<file path="config.mk">
export PLATFORM = sky130hd
export DESIGN_NAME = pipe_buf_ctrl
export DESIGN_NICKNAME = d
export VERILOG_FILES = /design/src/rtl/pbc_pkg.sv /design/src/rtl/pbc_pipe_sel.sv /design/src/rtl/pbc_cmd_dec.sv /design/src/rtl/pbc_bank_cnt.sv /design/src/rtl/pipe_buf_ctrl.sv
export SDC_FILE = /design/constraint.sdc
export NUM_CORES = 1
export LEC_CHECK = 0
export BUFFER_PORTS_ARGS = -buffer_cell sky130_fd_sc_hd__buf_2
export CAP_MARGIN = 20
export CELL_PAD_IN_SITES_DETAIL_PLACEMENT = 1
export CELL_PAD_IN_SITES_GLOBAL_PLACEMENT = 2
export CORE_MARGIN = 2
export CORE_UTILIZATION = 22
export DETAILED_ROUTE_END_ITERATION = 10
export MAX_ROUTING_LAYER = met4
export PLACE_DENSITY = 0.82
export REMOVE_ABC_BUFFERS = 1
export SYNTH_ARGS = -nofsm -noshare
export SYNTH_HDL_FRONTEND = slang
export SYNTH_SLANG_ARGS = --single-unit
</file>
<file path="constraint.sdc">
create_clock -name clk_i -period 4.7 [get_ports clk_i]
set_input_delay 1.41 -clock clk_i [delete_from_list [all_inputs] [get_ports clk_i]]
set_output_delay 1.41 -clock clk_i [all_outputs]
set_load 0.03 [all_outputs]
</file>
<file path="src/rtl/pbc_pkg.sv">
package pbc_pkg;
  localparam int REG_W    = 16;
  localparam int TGL_BIT  = 15;
  localparam int CLR_BIT  = 14;
  localparam int BUSY_BIT = 13;

  typedef struct packed {
    logic dcp;
    logic is_in;
    logic busy;
  } pipe_info_t;

  typedef struct packed {
    logic swap;
    logic clr;
    logic refuse;
  } cmd_t;
endpackage

</file>
<file path="src/rtl/pbc_pipe_sel.sv">
module pbc_pipe_sel
  import pbc_pkg::*;
#(
  parameter int NUM_PIPES = 8,
  parameter int PIPE_W    = 3
) (
  input  logic [PIPE_W-1:0]    cur_pipe_i,
  input  logic [NUM_PIPES-1:0] pipe_dir_i,
  input  logic [NUM_PIPES-1:0] sie_busy_i,
  output pipe_info_t           info_o
);
  logic [NUM_PIPES-1:0] hit;

  for (genvar g = 0; g < NUM_PIPES; g++) begin : g_hit
    assign hit[g] = (cur_pipe_i == PIPE_W'(g));
  end

  always_comb begin
    info_o.dcp   = (cur_pipe_i == '0);
    info_o.is_in = |(hit & pipe_dir_i);
    info_o.busy  = |(hit & sie_busy_i);
  end
endmodule

</file>
<file path="src/rtl/pbc_cmd_dec.sv">
module pbc_cmd_dec
  import pbc_pkg::*;
#(
  parameter int          ADDR_W  = 8,
  parameter logic [ADDR_W-1:0] REG_OFF = 8'h2E
) (
  input  logic              we_i,
  input  logic [ADDR_W-1:0] addr_i,
  input  logic [REG_W-1:0]  wdata_i,
  input  pipe_info_t        info_i,
  input  logic              cont_mode_i,
  input  logic              full_i,
  output cmd_t              cmd_o,
  output logic [REG_W-1:0]  rdata_o
);
  logic hit, wr, clr_req;

  assign hit     = (addr_i == REG_OFF);
  assign wr      = we_i && hit;
  assign clr_req = wr && wdata_i[CLR_BIT] && info_i.is_in && !info_i.dcp;

  always_comb begin
    cmd_o.swap   = wr && wdata_i[TGL_BIT] && !info_i.is_in && cont_mode_i
                   && !full_i && !info_i.dcp;
    cmd_o.clr    = clr_req && !info_i.busy;
    cmd_o.refuse = clr_req && info_i.busy;
  end

  // command bits are strobes; only the busy flag is visible
  always_comb begin
    rdata_o = '0;
    if (hit) rdata_o[BUSY_BIT] = info_i.busy && !info_i.dcp;
  end

  always_comb begin
    a_r7_reserved_zero: assert (rdata_o[12:0] == '0 && rdata_o[15:14] == '0);
  end
endmodule

</file>
<file path="src/rtl/pbc_bank_cnt.sv">
module pbc_bank_cnt #(
  parameter int BUF_BYTES = 64,
  parameter int CNT_W     = $clog2(BUF_BYTES + 1)
) (
  input  logic             clk_i,
  input  logic             rst_ni,
  input  logic             sw_rst_i,
  input  logic             byte_i,
  input  logic             swap_i,
  input  logic             clr_i,
  output logic [CNT_W-1:0] sie_cnt_o,
  output logic [CNT_W-1:0] cpu_cnt_o,
  output logic             full_o
);
  localparam logic [CNT_W-1:0] CAP = CNT_W'(BUF_BYTES);

  assign full_o = (sie_cnt_o == CAP);

  always_ff @(posedge clk_i or negedge rst_ni) begin
    if (!rst_ni) begin
      sie_cnt_o <= '0;
      cpu_cnt_o <= '0;
    end else if (sw_rst_i) begin
      sie_cnt_o <= '0;
      cpu_cnt_o <= '0;
    end else if (swap_i) begin
      cpu_cnt_o <= sie_cnt_o;
      sie_cnt_o <= '0;
    end else if (clr_i) begin
      cpu_cnt_o <= '0;
      sie_cnt_o <= '0;
    end else if (byte_i && !full_o) begin
      sie_cnt_o <= sie_cnt_o + 1'b1;
    end
  end

  a_r8_no_overflow: assert property (@(posedge clk_i) disable iff (!rst_ni)
    sie_cnt_o <= CAP);

  a_r2_count_moves: assert property (@(posedge clk_i) disable iff (!rst_ni)
    swap_i && !sw_rst_i |=> cpu_cnt_o == $past(sie_cnt_o) && sie_cnt_o == '0);

  a_r8_step_one: assert property (@(posedge clk_i) disable iff (!rst_ni)
    !swap_i && !clr_i && !sw_rst_i |=> sie_cnt_o - $past(sie_cnt_o) <= CNT_W'(1));
endmodule

</file>
<file path="src/rtl/pipe_buf_ctrl.sv">
module pipe_buf_ctrl
  import pbc_pkg::*;
#(
  parameter int          NUM_PIPES = 8,
  parameter int          PIPE_W    = $clog2(NUM_PIPES),
  parameter int          ADDR_W    = 8,
  parameter logic [ADDR_W-1:0] REG_OFF = 8'h2E,
  parameter int          BUF_BYTES = 64,
  parameter int          CNT_W     = $clog2(BUF_BYTES + 1)
) (
  input  logic                 clk_i,
  input  logic                 rst_ni,
  input  logic                 sw_rst_i,
  input  logic                 we_i,
  input  logic [ADDR_W-1:0]    addr_i,
  input  logic [15:0]          wdata_i,
  output logic [15:0]          rdata_o,
  input  logic [PIPE_W-1:0]    cur_pipe_i,
  input  logic [NUM_PIPES-1:0] pipe_dir_i,
  input  logic                 cont_mode_i,
  input  logic [NUM_PIPES-1:0] sie_busy_i,
  input  logic                 sie_byte_i,
  output logic                 swap_o,
  output logic                 clr_o,
  output logic                 brdy_o,
  output logic                 err_o,
  output logic [CNT_W-1:0]     sie_cnt_o,
  output logic [CNT_W-1:0]     cpu_cnt_o
);
  pipe_info_t info;
  cmd_t       cmd;
  logic       full;
  logic       swap_q, clr_q, brdy_q, err_q;

  pbc_pipe_sel #(.NUM_PIPES(NUM_PIPES), .PIPE_W(PIPE_W)) u_sel (
    .cur_pipe_i (cur_pipe_i),
    .pipe_dir_i (pipe_dir_i),
    .sie_busy_i (sie_busy_i),
    .info_o     (info)
  );

  pbc_cmd_dec #(.ADDR_W(ADDR_W), .REG_OFF(REG_OFF)) u_dec (
    .we_i        (we_i),
    .addr_i      (addr_i),
    .wdata_i     (wdata_i),
    .info_i      (info),
    .cont_mode_i (cont_mode_i),
    .full_i      (full),
    .cmd_o       (cmd),
    .rdata_o     (rdata_o)
  );

  pbc_bank_cnt #(.BUF_BYTES(BUF_BYTES), .CNT_W(CNT_W)) u_cnt (
    .clk_i     (clk_i),
    .rst_ni    (rst_ni),
    .sw_rst_i  (sw_rst_i),
    .byte_i    (sie_byte_i),
    .swap_i    (cmd.swap),
    .clr_i     (cmd.clr),
    .sie_cnt_o (sie_cnt_o),
    .cpu_cnt_o (cpu_cnt_o),
    .full_o    (full)
  );

  always_ff @(posedge clk_i or negedge rst_ni) begin
    if (!rst_ni) begin
      swap_q <= 1'b0;
      clr_q  <= 1'b0;
      brdy_q <= 1'b0;
      err_q  <= 1'b0;
    end else if (sw_rst_i) begin
      swap_q <= 1'b0;
      clr_q  <= 1'b0;
      brdy_q <= 1'b0;
      err_q  <= 1'b0;
    end else begin
      swap_q <= cmd.swap;
      clr_q  <= cmd.clr;
      brdy_q <= cmd.swap;
      err_q  <= err_q | cmd.refuse;
    end
  end

  assign swap_o = swap_q;
  assign clr_o  = clr_q;
  assign brdy_o = brdy_q;
  assign err_o  = err_q;

  a_r2_no_dcp_swap: assert property (@(posedge clk_i) disable iff (!rst_ni)
    swap_o |-> $past(cur_pipe_i) != '0);

  a_r2_single_pulse: assert property (@(posedge clk_i) disable iff (!rst_ni)
    swap_o |=> !swap_o || $past(we_i));

  a_r4_clear_empties: assert property (@(posedge clk_i) disable iff (!rst_ni)
    clr_o |-> sie_cnt_o == '0 && cpu_cnt_o == '0);

  a_r5_exclusive: assert property (@(posedge clk_i) disable iff (!rst_ni)
    !(swap_o && clr_o));

  a_r6_err_sticky: assert property (@(posedge clk_i) disable iff (!rst_ni)
    err_o && !sw_rst_i |=> err_o);

  a_r1_sw_reset: assert property (@(posedge clk_i) disable iff (!rst_ni)
    sw_rst_i |=> !err_o && !swap_o && !clr_o && sie_cnt_o == '0);
endmodule

</file>
### Yosys cells after proc, flatten, opt, wreduce, memory -nomap -nowiden

Index checks and enable logic that the tools add are counted.

| cells by class | value |
|---|---|
| add/subtract/negate cells | 1 |
| equal/unequal tests | 9 |
| reductions and logical operators | 22 |
| bitwise gates (word level) | 3 |
| muxes and demuxes | 11 |

Operators by type and width:

| kind | count |
|---|---|
| 7-bit two-way mux | 7 |
| 8-bit AND | 2 |
| 8-bit OR reduction | 2 |
| 1-bit logical AND | 13 |
| 3-bit == test (second input constant) | 4 |
| 8-bit by 6-bit == test with 1-bit output (second input constant) | 1 |
| 7-bit by 1-bit adder with 7-bit output (second input constant) | 1 |
| 7-bit == test (second input constant) | 1 |
| 3-bit by 2-bit == test with 1-bit output (second input constant) | 2 |
| 1-bit zero test | 4 |
| 1-bit two-way mux | 4 |
| 4-bit nonzero test | 1 |
| 3-bit by 1-bit == test with 1-bit output (second input constant) | 1 |
| 3-bit zero test | 1 |
| 3-bit nonzero test | 1 |
| 1-bit OR | 1 |

| storage, ports and cells | value |
|---|---|
| word-level logic and storage cells | 51 |
| register bits after elaboration | 17 |
| output and inout bits | 34 |
| input port bits | 49 |

### Depth between registers and ports, before layout

| depth | value |
|---|---|
| word-level depth | 10 |
| gate-level depth with buffers | 7 |
| depth with buffers taken out | 6 |

### Modules after synthesis

From an unflattened synthesis, not the netlist that was laid out.

| second synthesis, totals | value |
|---|---|
| cells, all modules | 109 |
| area, all modules | 1132.3 µm² |

By module, submodules not included:

| module | area an instance (µm²) | cells an instance | instances | seq. area each (µm²) |
|---|---|---|---|---|
| pbc_bank_cnt | 683.2 | 66 | 1 | 350.3 |
| pbc_cmd_dec | 206.4 | 28 | 1 | 0.0 |
| pbc_pipe_sel | 137.6 | 8 | 1 | 0.0 |
| pipe_buf_ctrl | 105.1 | 7 | 1 | 75.1 |

### Worst setup path after synthesis

OpenSTA, ideal clock, no wires.

| path | value |
|---|---|
| path kind | in2out |
| start point | input cur_pipe_i[0] |
| end point | output rdata_o[13] |
| cell stages on the path | 4 |
| slack | 0.700 ns |
| path buffers | 1 |
| required time | 3.290 ns |
| arrival | 2.590 ns |
| cell sequence | buf_6 > mux4_2 > mux2_2 > and4b_1 |

| on the way | value |
|---|---|
| word-level cells in the longest chain between the ends | 5 |
| elaborated cells on any way between the ends | 13 |
| those cells by class | eq/ne (7); mux (1); bitwise (1); reduce/logical (4) |

Ends and longest elaborated chain:

| what | RTL line | source |
|---|---|---|
| from (decl) | pipe_buf_ctrl.sv:18 | `input logic [PIPE_W-1:0] cur_pipe_i,` |
| 3-bit by 1-bit == test with 1-bit output (tied with other cells) | pbc_pipe_sel.sv:15 | `assign hit[g] = (cur_pipe_i == PIPE_W'(g));` |
| 8-bit AND | pbc_pipe_sel.sv:21 | `info_o.busy = \|(hit & sie_busy_i);` |
| 8-bit OR reduction | pbc_pipe_sel.sv:21 |  |
| 1-bit logical AND (*) | pbc_cmd_dec.sv:32 | `if (hit) rdata_o[BUSY_BIT] = info_i.busy && !info_i.dcp;` |
| 1-bit two-way mux (*) | pbc_cmd_dec.sv:32 |  |
| to (decl) | pipe_buf_ctrl.sv:17 | `output logic [15:0] rdata_o,` |

Every way passes the cells marked *; elsewhere a longest branch is shown, timed or not.

### Final worst setup path

Same ends and word-level chain as after synthesis.

==> reports/qor.yml <==
worst_setup_path:
  crit_type: "input port to output port"
  cp.required_ns: 3.29
  r2r_slack_ns: 2.83
  slowest_stage: "mux4_2"
  arrival_ns: 2.80
  cp_max_fo: 5
  r2r_end: "u_cnt.cpu_cnt_o[3]"
  cpPeakStageDelay_ns: 0.52
  cp-start-kind: "input port"
  worst-r2r-cell-count: 6
  cp_cell_sequence: "buf_2 > mux4_2 > mux2_2 > and4b_1 > buf_2"
  crit_top_cell: "buf_2"
  crit_path_end_kind: "output port"
  worstReg2RegStart: "u_cnt.sie_cnt_o[0]"
grt:
  grt_overflow: 0
  grt_usage_pct: 11.12
  antenna_found_initial: 0
  grt_pass1_wl_microns: 4416
  grt_max_degree: 18
  grt_pass1_vias: 925
route:
  drt-total-wl_microns: 2687
  drt-initial-drc-count: 30
  wl_per_cell_microns: 13.24
  vias_per_cell: 4.537
  dr.pass1.iters: 4
  drc: 0
  ant_nets: 0
  vias: 921
clock_network:
  htree_levels: 1
  cts_tree: "yes"
  post_cts_resized: 0
  hold_buffers: 0
  post-cts-setup-buffer-count: 0
  clock_path_buffers: 2
  worstSkewPairLatency_ns: 0.25
  clock-sinks: 17
  cts.clk_slew.worst_paths_ns: 0.07
  cts_buffers: 3
  ctsRootBufferMaster: "clkbuf_8"
cells_and_area:
  areaGrowthSynthToFinish_pct: 27.25
  fillCellCount: 562
  diodes: 0
  fin_util_pct: 28.83
  finalInstanceArea_sq_mm: 0.001344
  finalNetCount: 201
  drive_above_1_share_pct: 42.28
hold_path:
  holdPathStages: 1
  hold_end: "u_cnt.cpu_cnt_o[4]"
  min_from: "u_cnt.cpu_cnt_o[4]"
  hp-class: "register to register"
logic_synthesis:
  ys_async_sr_fraction_pct: 100.0
  ys_seq_area_share_pct: 40.28
  mappedNetlistArea_sq_mm: 0.001056
  synth_area_leaders: "dfrtp_1, buf_4, mux4_2, a22o_1, xor2_1"
  synthTopCellsByCount: "dfrtp_1, buf_4, nor2_1, a22o_1"
  avgSynthCellArea_sq_um: 11.00
  yosysUniqueCellTypes: 25
  yosysWarningCount: 0
  synth_most_common_cell: "dfrtp_1"
  yosys.area.top_type_share_pct: 40.28
  synth.largest_area_cell: "dfrtp_1"
  ys_ff_latch: 17
  synth_ff_type: "dfrtp_1"
  synth_edf_count: 0
  synthCells: 96
job:
  drv_cap: 0
timing:
  fmax_ghz: 0.2377
  finalHoldViolCount: 0
  fin_crit_sh_pct: 89.50
  slew_violations: 0
  finalSetupTns_ns: 0
  clock_skew_ns: 0.001578
  rsz0062_at_grt: "false"
  setup_violations: 0
  tightest_slew_ns: 0.6119
  min_period_ns: 4.207
  fin_ws_ns: 0.4934
  slew_headroom_pct: 59.06
placed_design:
  place_area_sq_mm: 0.001299
  io_buffers: 53
  pre_cts_ws_ns: 0.4684
  hpwl_microns: 2261
  routabilityCongestion: 0.7941
die:
  die_h_microns: 73.28
  die_area_sq_mm: 0.005370
  core_sq_mm: 0.004661
  rows: 25
  dieWidth_microns: 73.28
  initial_utilization_pct: 22.66
  ios: 83
status:
  status: "finished clean"
power_and_ir_drop:
  total_leakage_power_nw: 0.7355
  vdd_ir_drop_max_mv: 0.09063
  p_per_area_mw_per_mm2: 242.3
-- worst max-delay path: cells and delay by family --
family,cells,cell delay (ns)
mux,2,0.84
simple gates,1,0.21
buf+inv,2,0.34
-- worst max-delay path by stage --
| stage | from | to | slack (ns) | depth (start not counted) |
|---|---|---|---|---|
| floorplan | cur_pipe_i[0] | rdata_o[13] | 0.82 | 3 |
| global route | cur_pipe_i[0] | rdata_o[13] | 0.44 | 5 |
| finish | cur_pipe_i[0] | rdata_o[13] | 0.49 | 5 |
| global placement | cur_pipe_i[0] | rdata_o[13] | 0.51 | 5 |
| detailed placement | cur_pipe_i[0] | rdata_o[13] | 0.47 | 5 |
| CTS | cur_pipe_i[0] | rdata_o[13] | 0.47 | 5 |
-- layout make-up --
| type | instances | area (sq um) | share of cell area, % |
|---|---|---|---|
| Tap cell | 54 | 67.56 | 5.028 |
| Inverter | 2 | 7.507 | 0.5587 |
| Timing Repair Buffer | 53 | 265.3 | 19.74 |
| Clock buffer | 4 | 45.04 | 3.352 |
| Multi-Input combinational cell | 73 | 533.0 | 39.66 |
| Sequential cell | 17 | 425.4 | 31.66 |
-- metal layers --
metal | global-route usage [%] | vias up | routed length [microns]
met5 | - | - | 0
met4 | 5.556 | 0 | 40
met3 | 2.195 | 2 | 245
li1 | - | 424 | -
met2 | 16.32 | 60 | 1208
met1 | 14.55 | 435 | 1193
-- flip-flops by register name (all words and copies together), names as in the netlist --
| signal | count |
|---|---|
| brdy_o | 1 |
| clr_o | 1 |
| err_o | 1 |
| u_cnt.cpu_cnt_o | 7 |
| u_cnt.sie_cnt_o | 7 |
-- report_power, final --
part	switching, mW	leakage, nW	internal, mW
Sequential	0.00318	0.236	0.148
Clock	0.0493	0.0228	0.0601
Combinational	0.0405	0.477	0.0246
Total	0.0930	0.736	0.233
-- through the flow --
step	cells	total power, mW	hold WS [ns]
after floorplan	92	0.1935	0.6826
after global placement	199	0.2190	0.4794
after detailed placement	199	0.2203	0.4803
after CTS	203	0.3311	0.4999
after global routing	203	0.3439	0.5104
final	203	0.3256	0.4944
-- cell families (layout without fill, tap and decap cells) --
group | after synthesis | count (layout) | share of synthesized area [%]
buf+inv | 20 | 59 | 14.22
xor+xnor | 6 | 6 | 4.976
compound gates | 11 | 11 | 8.531
simple gates | 32 | 32 | 17.66
mux | 7 | 7 | 11.61
other cells | 1 | 15 | 0.3551
flops | 17 | 17 | 40.28
fa+ha+maj | 2 | 2 | 2.369
-- placed cells by master (no fill, tap or decap), types with 2 or more instances in the layout --
master and n:
nor3_1 2, nor2_1 10, nand2_1 5, inv_1 2
dfrtp_1 17, a22o_1 7, mux4_2 4, conb_1 15
and4b_1 3, a41oi_1 2, buf_2 53, xor2_1 5
ha_1 2, clkbuf_8 3, nand4_1 4, mux2_2 2
nand3_1 4
(Power assumes the default switching activity.)
